$ cat src/rtl/ptw_pkg.sv
package ptw_pkg;
  localparam int VA_W  = 32;
  localparam int IDX_W = 10;
  localparam int PG_W  = IDX_W + 2;
  localparam int PN_W  = VA_W - PG_W;
  localparam int VPN_W = 2 * IDX_W;
  localparam int PTE_W = 32;
  localparam int V_BIT = 0;
  localparam int A_BIT = 5;

  typedef enum logic [2:0] {
    WS_IDLE, WS_LOOKUP, WS_READ_DIR, WS_READ_LEAF, WS_MARK, WS_REWALK, WS_DONE
  } walk_state_e;

  function automatic logic [IDX_W-1:0] top_idx(input logic [VPN_W-1:0] vpn);
    return vpn[VPN_W-1 -: IDX_W];
  endfunction

  function automatic logic [IDX_W-1:0] low_idx(input logic [VPN_W-1:0] vpn);
    return vpn[IDX_W-1:0];
  endfunction

  function automatic logic [VA_W-1:0] entry_addr(input logic [PN_W-1:0] base,
                                                 input logic [IDX_W-1:0] idx);
    return {base, idx, 2'b00};
  endfunction

  function automatic logic pte_valid(input logic [PTE_W-1:0] pte);
    return pte[V_BIT];
  endfunction

  function automatic logic pte_accessed(input logic [PTE_W-1:0] pte);
    return pte[A_BIT];
  endfunction

  function automatic logic [PN_W-1:0] pte_pn(input logic [PTE_W-1:0] pte);
    return pte[PTE_W-1 -: PN_W];
  endfunction
endpackage

$ cat src/rtl/ptw_pdc.sv
module ptw_pdc #(
  parameter int ENTRIES = 4,
  parameter int NLOOK   = 2,
  parameter int TAG_W   = 10,
  parameter int DATA_W  = 20
) (
  input  logic                          clk,
  input  logic                          rst_n,
  input  logic                          flush_i,
  input  logic [NLOOK-1:0][TAG_W-1:0]   look_tag_i,
  output logic [NLOOK-1:0]              hit_o,
  output logic [NLOOK-1:0][DATA_W-1:0]  data_o,
  input  logic                          fill_i,
  input  logic [TAG_W-1:0]              fill_tag_i,
  input  logic [DATA_W-1:0]             fill_data_i,
  output logic                          any_valid_o
);
  localparam int PTR_W = (ENTRIES > 1) ? $clog2(ENTRIES) : 1;

  logic [ENTRIES-1:0]             valid_q;
  logic [ENTRIES-1:0][TAG_W-1:0]  tag_q;
  logic [ENTRIES-1:0][DATA_W-1:0] data_q;
  logic [PTR_W-1:0]               ptr_q;
  logic [PTR_W-1:0]               victim;
  logic                           fill_match;

  // one associative lookup port per walk slot
  for (genvar p = 0; p < NLOOK; p++) begin : g_look
    always_comb begin
      hit_o[p]  = 1'b0;
      data_o[p] = '0;
      for (int e = 0; e < ENTRIES; e++) begin
        if (valid_q[e] && tag_q[e] == look_tag_i[p]) begin
          hit_o[p]  = 1'b1;
          data_o[p] = data_q[e];
        end
      end
    end
  end

  // a fill whose tag is already present overwrites that entry in place
  always_comb begin
    fill_match = 1'b0;
    victim     = ptr_q;
    for (int e = 0; e < ENTRIES; e++) begin
      if (valid_q[e] && tag_q[e] == fill_tag_i) begin
        fill_match = 1'b1;
        victim     = PTR_W'(e);
      end
    end
  end

  always_ff @(posedge clk or negedge rst_n) begin
    if (!rst_n) begin
      valid_q <= '0;
      tag_q   <= '0;
      data_q  <= '0;
      ptr_q   <= '0;
    end else if (flush_i) begin
      valid_q <= '0;
      ptr_q   <= '0;
    end else if (fill_i) begin
      valid_q[victim] <= 1'b1;
      tag_q[victim]   <= fill_tag_i;
      data_q[victim]  <= fill_data_i;
      if (!fill_match)
        ptr_q <= (ptr_q == PTR_W'(ENTRIES - 1)) ? '0 : ptr_q + 1'b1;
    end
  end

  assign any_valid_o = |valid_q;
endmodule

$ cat src/rtl/ptw_walk_slot.sv
module ptw_walk_slot
  import ptw_pkg::*;
(
  input  logic              clk,
  input  logic              rst_n,
  input  logic              start_i,
  input  logic [VPN_W-1:0]  vpn_i,
  input  logic [PN_W-1:0]   root_i,
  output logic [IDX_W-1:0]  look_idx_o,
  input  logic              pdc_hit_i,
  input  logic [PN_W-1:0]   pdc_base_i,
  output logic              req_valid_o,
  output logic              req_we_o,
  output logic [VA_W-1:0]   req_addr_o,
  output logic [PTE_W-1:0]  req_wdata_o,
  input  logic              grant_i,
  input  logic              rsp_valid_i,
  input  logic [PTE_W-1:0]  rsp_data_i,
  output logic              fill_valid_o,
  output logic [IDX_W-1:0]  fill_tag_o,
  output logic [PN_W-1:0]   fill_base_o,
  output logic              idle_o,
  output logic              done_o,
  input  logic              ack_i,
  output logic              fault_o,
  output logic              rewalked_o,
  output logic [PTE_W-1:0]  leaf_o,
  output logic [VPN_W-1:0]  vpn_o
);
  walk_state_e       state_q;
  logic [VPN_W-1:0]  vpn_q;
  logic [PN_W-1:0]   root_q;
  logic [PN_W-1:0]   base_q;
  logic [PTE_W-1:0]  leaf_q;
  logic              sent_q;
  logic              rewalk_q;
  logic              fault_q;
  logic              rsp_here;

  assign rsp_here = rsp_valid_i && sent_q;

  always_ff @(posedge clk or negedge rst_n) begin
    if (!rst_n) begin
      state_q  <= WS_IDLE;
      vpn_q    <= '0;
      root_q   <= '0;
      base_q   <= '0;
      leaf_q   <= '0;
      sent_q   <= 1'b0;
      rewalk_q <= 1'b0;
      fault_q  <= 1'b0;
    end else begin
      case (state_q)
        WS_IDLE: if (start_i) begin
          vpn_q    <= vpn_i;
          root_q   <= root_i;
          rewalk_q <= 1'b0;
          fault_q  <= 1'b0;
          sent_q   <= 1'b0;
          state_q  <= WS_LOOKUP;
        end
        WS_LOOKUP: if (pdc_hit_i) begin
          base_q  <= pdc_base_i;
          state_q <= WS_READ_LEAF;
        end else begin
          state_q <= WS_READ_DIR;
        end
        WS_READ_DIR: begin
          if (grant_i) sent_q <= 1'b1;
          if (rsp_here) begin
            sent_q <= 1'b0;
            if (pte_valid(rsp_data_i)) begin
              base_q  <= pte_pn(rsp_data_i);
              state_q <= WS_READ_LEAF;
            end else if (rewalk_q) begin
              fault_q <= 1'b1;
              state_q <= WS_DONE;
            end else begin
              state_q <= WS_REWALK;
            end
          end
        end
        WS_READ_LEAF: begin
          if (grant_i) sent_q <= 1'b1;
          if (rsp_here) begin
            sent_q <= 1'b0;
            if (pte_valid(rsp_data_i)) begin
              leaf_q  <= rsp_data_i;
              state_q <= pte_accessed(rsp_data_i) ? WS_DONE : WS_MARK;
            end else if (rewalk_q) begin
              fault_q <= 1'b1;
              state_q <= WS_DONE;
            end else begin
              state_q <= WS_REWALK;
            end
          end
        end
        WS_MARK: if (grant_i) begin
          leaf_q[A_BIT] <= 1'b1;
          state_q       <= WS_DONE;
        end
        WS_REWALK: begin
          rewalk_q <= 1'b1;
          state_q  <= WS_READ_DIR;
        end
        WS_DONE: if (ack_i) state_q <= WS_IDLE;
        default: state_q <= WS_IDLE;
      endcase
    end
  end

  always_comb begin
    req_valid_o = 1'b0;
    req_we_o    = 1'b0;
    req_addr_o  = '0;
    req_wdata_o = '0;
    case (state_q)
      WS_READ_DIR: begin
        req_valid_o = !sent_q;
        req_addr_o  = entry_addr(root_q, top_idx(vpn_q));
      end
      WS_READ_LEAF: begin
        req_valid_o = !sent_q;
        req_addr_o  = entry_addr(base_q, low_idx(vpn_q));
      end
      WS_MARK: begin
        req_valid_o = 1'b1;
        req_we_o    = 1'b1;
        req_addr_o  = entry_addr(base_q, low_idx(vpn_q));
        req_wdata_o = leaf_q | (PTE_W'(1) << A_BIT);
      end
      default: ;
    endcase
  end

  assign look_idx_o   = top_idx(vpn_q);
  assign fill_valid_o = (state_q == WS_READ_DIR) && rsp_here && pte_valid(rsp_data_i);
  assign fill_tag_o   = top_idx(vpn_q);
  assign fill_base_o  = pte_pn(rsp_data_i);
  assign idle_o       = (state_q == WS_IDLE);
  assign done_o       = (state_q == WS_DONE);
  assign fault_o      = fault_q;
  assign rewalked_o   = rewalk_q;
  assign leaf_o       = leaf_q;
  assign vpn_o        = vpn_q;
endmodule

$ cat src/rtl/ptw_top.sv
module ptw_top
  import ptw_pkg::*;
#(
  parameter int NUM_WALKS   = 2,
  parameter int PDC_ENTRIES = 4,
  parameter int ID_W        = (NUM_WALKS > 1) ? $clog2(NUM_WALKS) : 1
) (
  input  logic              clk,
  input  logic              rst_n,
  input  logic              walk_req_valid,
  output logic              walk_req_ready,
  input  logic [VPN_W-1:0]  walk_req_vpn,
  input  logic [PN_W-1:0]   walk_req_root,
  output logic              walk_rsp_valid,
  output logic [VPN_W-1:0]  walk_rsp_vpn,
  output logic              walk_rsp_fault,
  output logic [PN_W-1:0]   walk_rsp_ppn,
  output logic [PG_W-1:0]   walk_rsp_flags,
  input  logic              pdc_flush,
  output logic              mem_req_valid,
  input  logic              mem_req_ready,
  output logic [ID_W-1:0]   mem_req_id,
  output logic              mem_req_we,
  output logic [VA_W-1:0]   mem_req_addr,
  output logic [PTE_W-1:0]  mem_req_wdata,
  input  logic              mem_rsp_valid,
  input  logic [ID_W-1:0]   mem_rsp_id,
  input  logic [PTE_W-1:0]  mem_rsp_data
);
  logic [NUM_WALKS-1:0]             slot_start, slot_idle, slot_done, slot_ack;
  logic [NUM_WALKS-1:0]             slot_req, slot_we, slot_grant, slot_rsp;
  logic [NUM_WALKS-1:0]             slot_fill, slot_fault, slot_rewalked;
  logic [NUM_WALKS-1:0]             look_hit;
  logic [NUM_WALKS-1:0][IDX_W-1:0]  look_idx, fill_tags;
  logic [NUM_WALKS-1:0][PN_W-1:0]   look_base, fill_bases;
  logic [NUM_WALKS-1:0][VA_W-1:0]   slot_addr;
  logic [NUM_WALKS-1:0][PTE_W-1:0]  slot_wdata, slot_leaf;
  logic [NUM_WALKS-1:0][VPN_W-1:0]  slot_vpn;

  // named events for the checker
  logic              fill_valid;
  logic [IDX_W-1:0]  fill_tag;
  logic [PN_W-1:0]   fill_base;
  logic              pdc_any_valid;
  logic [ID_W-1:0]   rsp_slot;
  logic [ID_W-1:0]   req_sel;
  logic              req_any, lock_q;
  logic [ID_W-1:0]   lock_id_q;

  for (genvar g = 0; g < NUM_WALKS; g++) begin : g_slot
    ptw_walk_slot u_slot (
      .clk         (clk),
      .rst_n       (rst_n),
      .start_i     (slot_start[g]),
      .vpn_i       (walk_req_vpn),
      .root_i      (walk_req_root),
      .look_idx_o  (look_idx[g]),
      .pdc_hit_i   (look_hit[g]),
      .pdc_base_i  (look_base[g]),
      .req_valid_o (slot_req[g]),
      .req_we_o    (slot_we[g]),
      .req_addr_o  (slot_addr[g]),
      .req_wdata_o (slot_wdata[g]),
      .grant_i     (slot_grant[g]),
      .rsp_valid_i (slot_rsp[g]),
      .rsp_data_i  (mem_rsp_data),
      .fill_valid_o(slot_fill[g]),
      .fill_tag_o  (fill_tags[g]),
      .fill_base_o (fill_bases[g]),
      .idle_o      (slot_idle[g]),
      .done_o      (slot_done[g]),
      .ack_i       (slot_ack[g]),
      .fault_o     (slot_fault[g]),
      .rewalked_o  (slot_rewalked[g]),
      .leaf_o      (slot_leaf[g]),
      .vpn_o       (slot_vpn[g])
    );
    assign slot_rsp[g]   = mem_rsp_valid && (mem_rsp_id == ID_W'(g));
    assign slot_grant[g] = mem_req_valid && mem_req_ready && (req_sel == ID_W'(g));
  end

  ptw_pdc #(
    .ENTRIES(PDC_ENTRIES), .NLOOK(NUM_WALKS), .TAG_W(IDX_W), .DATA_W(PN_W)
  ) u_pdc (
    .clk        (clk),
    .rst_n      (rst_n),
    .flush_i    (pdc_flush),
    .look_tag_i (look_idx),
    .hit_o      (look_hit),
    .data_o     (look_base),
    .fill_i     (fill_valid),
    .fill_tag_i (fill_tag),
    .fill_data_i(fill_base),
    .any_valid_o(pdc_any_valid)
  );

  // only one memory response per cycle, so at most one slot fills
  always_comb begin
    fill_valid = 1'b0;
    fill_tag   = '0;
    fill_base  = '0;
    for (int i = 0; i < NUM_WALKS; i++) begin
      fill_valid = fill_valid | slot_fill[i];
      fill_tag   = fill_tag  | (slot_fill[i] ? fill_tags[i]  : '0);
      fill_base  = fill_base | (slot_fill[i] ? fill_bases[i] : '0);
    end
  end

  // new walk goes to the lowest idle slot
  always_comb begin
    logic found;
    found      = 1'b0;
    slot_start = '0;
    for (int i = 0; i < NUM_WALKS; i++) begin
      if (slot_idle[i] && !found) begin
        slot_start[i] = walk_req_valid;
        found         = 1'b1;
      end
    end
    walk_req_ready = found;
  end

  // memory request arbiter, locked to its choice while stalled
  always_comb begin
    req_sel = '0;
    req_any = 1'b0;
    for (int i = 0; i < NUM_WALKS; i++) begin
      if (slot_req[i] && !req_any) begin
        req_sel = ID_W'(i);
        req_any = 1'b1;
      end
    end
    if (lock_q) req_sel = lock_id_q;
  end

  always_ff @(posedge clk or negedge rst_n) begin
    if (!rst_n) begin
      lock_q    <= 1'b0;
      lock_id_q <= '0;
    end else begin
      lock_q    <= mem_req_valid && !mem_req_ready;
      lock_id_q <= req_sel;
    end
  end

  assign mem_req_valid = req_any;
  assign mem_req_id    = req_sel;
  assign mem_req_we    = slot_we[req_sel];
  assign mem_req_addr  = slot_addr[req_sel];
  assign mem_req_wdata = slot_wdata[req_sel];

  // result port: lowest finished slot is reported and released
  always_comb begin
    logic found;
    found    = 1'b0;
    rsp_slot = '0;
    slot_ack = '0;
    for (int i = 0; i < NUM_WALKS; i++) begin
      if (slot_done[i] && !found) begin
        rsp_slot    = ID_W'(i);
        slot_ack[i] = 1'b1;
        found       = 1'b1;
      end
    end
    walk_rsp_valid = found;
  end

  assign walk_rsp_vpn   = slot_vpn[rsp_slot];
  assign walk_rsp_fault = slot_fault[rsp_slot];
  assign walk_rsp_ppn   = slot_fault[rsp_slot] ? '0 : pte_pn(slot_leaf[rsp_slot]);
  assign walk_rsp_flags = slot_fault[rsp_slot] ? '0 : slot_leaf[rsp_slot][PG_W-1:0];
endmodule

$ cat config.mk
export PLATFORM = sky130hd
export DESIGN_NAME = ptw_top
export DESIGN_NICKNAME = d
export VERILOG_FILES = /design/src/rtl/ptw_pkg.sv /design/src/rtl/ptw_pdc.sv /design/src/rtl/ptw_walk_slot.sv /design/src/rtl/ptw_top.sv
export SDC_FILE = /design/constraint.sdc
export NUM_CORES = 1
export LEC_CHECK = 0
export BUFFER_PORTS_ARGS = -buffer_cell sky130_fd_sc_hd__buf_2
export CAP_MARGIN = 25
export CORE_MARGIN = 5
export CORE_UTILIZATION = 60
export CTS_CLUSTER_SIZE = 28
export DETAILED_ROUTE_END_ITERATION = 6
export PLACE_DENSITY = 0.88
export RECOVER_POWER = 100
export SYNTH_ARGS = -nofsm -noshare
export SYNTH_HDL_FRONTEND = slang
export SYNTH_SLANG_ARGS = --single-unit
export TNS_END_PERCENT = 5
$ cat constraint.sdc
create_clock -name clk -period 10.6 [get_ports clk]
set_clock_uncertainty 0.1 [all_clocks]
set_input_delay 2.12 -clock clk [delete_from_list [all_inputs] [get_ports clk]]
set_output_delay 2.12 -clock clk [all_outputs]
set_load 0.02 [all_outputs]
==> metrics <==
Clock power frac=0.228; Setup TNS=0 ns; Setup CP Type=input pin to flip-flop; clk root buf=clkbuf_16; Layout area overhead=11.4%; drt via density=6.65; maximum clock insertion buffer count=3; Clock Latency Late Sink=0.52 ns; commonest non-fill, non-tap cell in the layout=dfrtp_1; Die Y=182 um; die footprint=33,100 um2; worst-margin pin slew=4.09 ns; commonest cells after routing, fill and taps aside=dfrtp_1, nand2_1, mux2_2, clkbuf_1, o21ai_0; Die Wd=182 um; Layout Cells excl Fill=2,300; Cell Area, Synth=17,700 um2; FMAX=124 MHz; P_sw=0.00230 W; number of synthesized flops with an enable pin=0; Worst Hold Class=flip-flop to flip-flop; Main synth FF type=dfrtp_1; combinational power share=0.402; vias in the first global route=15,200; CP Data Required Time=10.89 ns; # hold bufs at CTS=0; final wirelength=53,200 um; worst rel slew slack=-1.73; clk slew on worst S/H paths=0.06 ns; postcts setup bufs=0; CTS Sinks=324; pin count of the biggest net entering global routing=134; I/O pins=201; # port buffers=198; Synth Register Bits=324; Flop pwr share=0.370; outcome=finished, violations left; 1st-iter DRT viols=1,800; post-route ant nets=0; Placed Instances=2,236; CTS tree=yes; startpoint types=input pin; CP max FO=30; # DRC=0; post-route minimum period=8.08 ns; Syn Area/Cell=10.0 um2; Slew Limit Fails=628; global-route wire length before repair=83,800 um; RSZ-0062 raised after global routing=false; Initial Utilization=0.602; H-tree levels=2; Post-CTS Resized=0; wire per inst=23.1 um; Pwr per Cell Area=273 nW/um2; Crit. End Element=flip-flop; Synth async-reset ratio=1.00; layout cells sized above 1=0.191; Vias=15,300; Arrival @ worst endpoint=8.38 ns; Final GP Congestion=0.927; Num CTS Buffers=35; core area=29,400 um2; diode count=0; post-synth cell types=63; MaxCap Viol Count=16; global-route usage over all layers=0.312; DP HPWL=34,700 um; Syn Inst Count=1,771; Final Power=0.00538 W; Sw Ratio=0.427; Site Rows=63; Leak Pwr=8.98 nW; router iterations before antenna repair=7; post-synthesis sequential area ratio=0.458; Finish-stage setup viols=0; period utilization=0.763; Final Hold Viols=0; Power Internal=0.00308 W; Synth Warn #=0; nets=1,965; initial antenna violation count=0; final core occ=0.671; VDD IR max=0.182 mV; gr ovfl total=0; failing checks=capacitance limit, slew limit
==> Yosys cell counts (5+ instances only) <==
cell type	count	area (um2)
and3_1	25	156
nor4_1	8	50.1
o211ai_1	21	158
xnor2_1	92	806
nand4_1	24	150
xor2_1	21	184
buf_4	6	45.0
mux2_4	25	375
a22o_1	34	298
buf_2	9	45.0
o21ai_0	118	591
o31ai_1	6	45.0
nor3_1	12	60.1
dfrtp_1	324	8110
mux2_1	38	428
a21oi_1	61	305
clkbuf_1	133	499
or3_1	7	43.8
nor2b_1	5	31.3
mux2_2	197	2220
nor2_1	75	282
a311oi_1	23	201
nand3_1	94	470
inv_1	16	60.1
a221oi_1	60	526
nand2_1	269	1010
==> final cells by class <==
class / count / area [um2]
flip-flops and latches: 324 / 8110
clock buffers: 49 / 1020
multi-input cells: 1276 / 8870
well taps: 390 / 488
repair buffers: 231 / 1040
inverters: 17 / 63.8
fillers: 2188 / 9670
clock inverters: 13 / 141
==> registers in the layout (all words and copies together), names as in the netlist, 2 cells and up <==
register                  count
g_slot.u_slot.fault_o         2
g_slot.u_slot.vpn_o          40
g_slot.u_slot.base_q         40
u_pdc.data_q                 80
g_slot.u_slot.rewalked_o      2
u_pdc.valid_q                 4
g_slot.u_slot.leaf_o         64
u_pdc.tag_q                  40
u_pdc.ptr_q                   2
g_slot.u_slot.root_q         40
g_slot.u_slot.sent_q          2
g_slot.u_slot.state_q         6
==> worst max-delay path, stage by stage <==
cell	delay, ns
clkbuf_1	1.15
and4b_1	0.54
and2_0	0.31
a22o_1	0.40
xor2_1	0.15
nor4b_1	0.54
nand3_1	0.16
a311oi_1	0.75
nor3b_1	1.31
buf_4	0.52
mux2_1	0.39
==> through the flow <==
| step | hold WS, ns | instance area (um2) | worst slack, ns |
|---|---|---|---|
| after CTS | 0.388 | 20100 | 4.46 |
| final | 0.384 | 19700 | 2.52 |
| after global placement | 0.366 | 18900 | 4.05 |
| after global routing | 0.422 | 19700 | 2.34 |
| after floorplan | 0.350 | 17700 | 5.39 |
| after detailed placement | 0.381 | 18900 | 4.00 |
==> cell families after synthesis <==
family          share of synthesized area
other cells                      0.000212
mux                                 0.171
simple gates                        0.142
flops                               0.458
buf+inv                            0.0396
xor+xnor                           0.0559
fa+ha+maj                        0.000706
compound gates                      0.134
==> metal layers <==
layer,global-route usage,routed length (um),up-vias
met5,0,0,-
met4,0.125,2390,0
met3,0.0567,5080,223
met2,0.511,25500,986
met1,0.414,20300,7519
li1,-,-,6566
==> final timing paths <==
check,start,to,slack [ns],depth (start not counted)
worst min-delay path,g_slot[0].u_slot.base_q[3],g_slot[0].u_slot.base_q[3],0.38,2
worst max-delay path,mem_rsp_data[0],u_pdc.data_q[51],2.52,11
worst min register to register,g_slot[0].u_slot.base_q[3],g_slot[0].u_slot.base_q[3],0.38,2
worst max register to register,g_slot[1].u_slot.state_q[1],u_pdc.data_q[51],4.71,10
max in group asynchronous,rst_n,g_slot[0].u_slot.leaf_o[22],4.02,3
min in group asynchronous,rst_n,g_slot[0].u_slot.leaf_o[7],1.58,1
==> power groups by stage <==
stage / sequential [W] / combinational [W] / clock, W
after CTS: 0.00197 / 0.00219 / 0.00123
after global routing: 0.00203 / 0.00233 / 0.00128
after floorplan: 0.00174 / 0.00164 / 0
after detailed placement: 0.00199 / 0.00217 / 0
after global placement: 0.00196 / 0.00210 / 0
final: 0.00199 / 0.00216 / 0.00123
(Power assumes the default switching activity.)
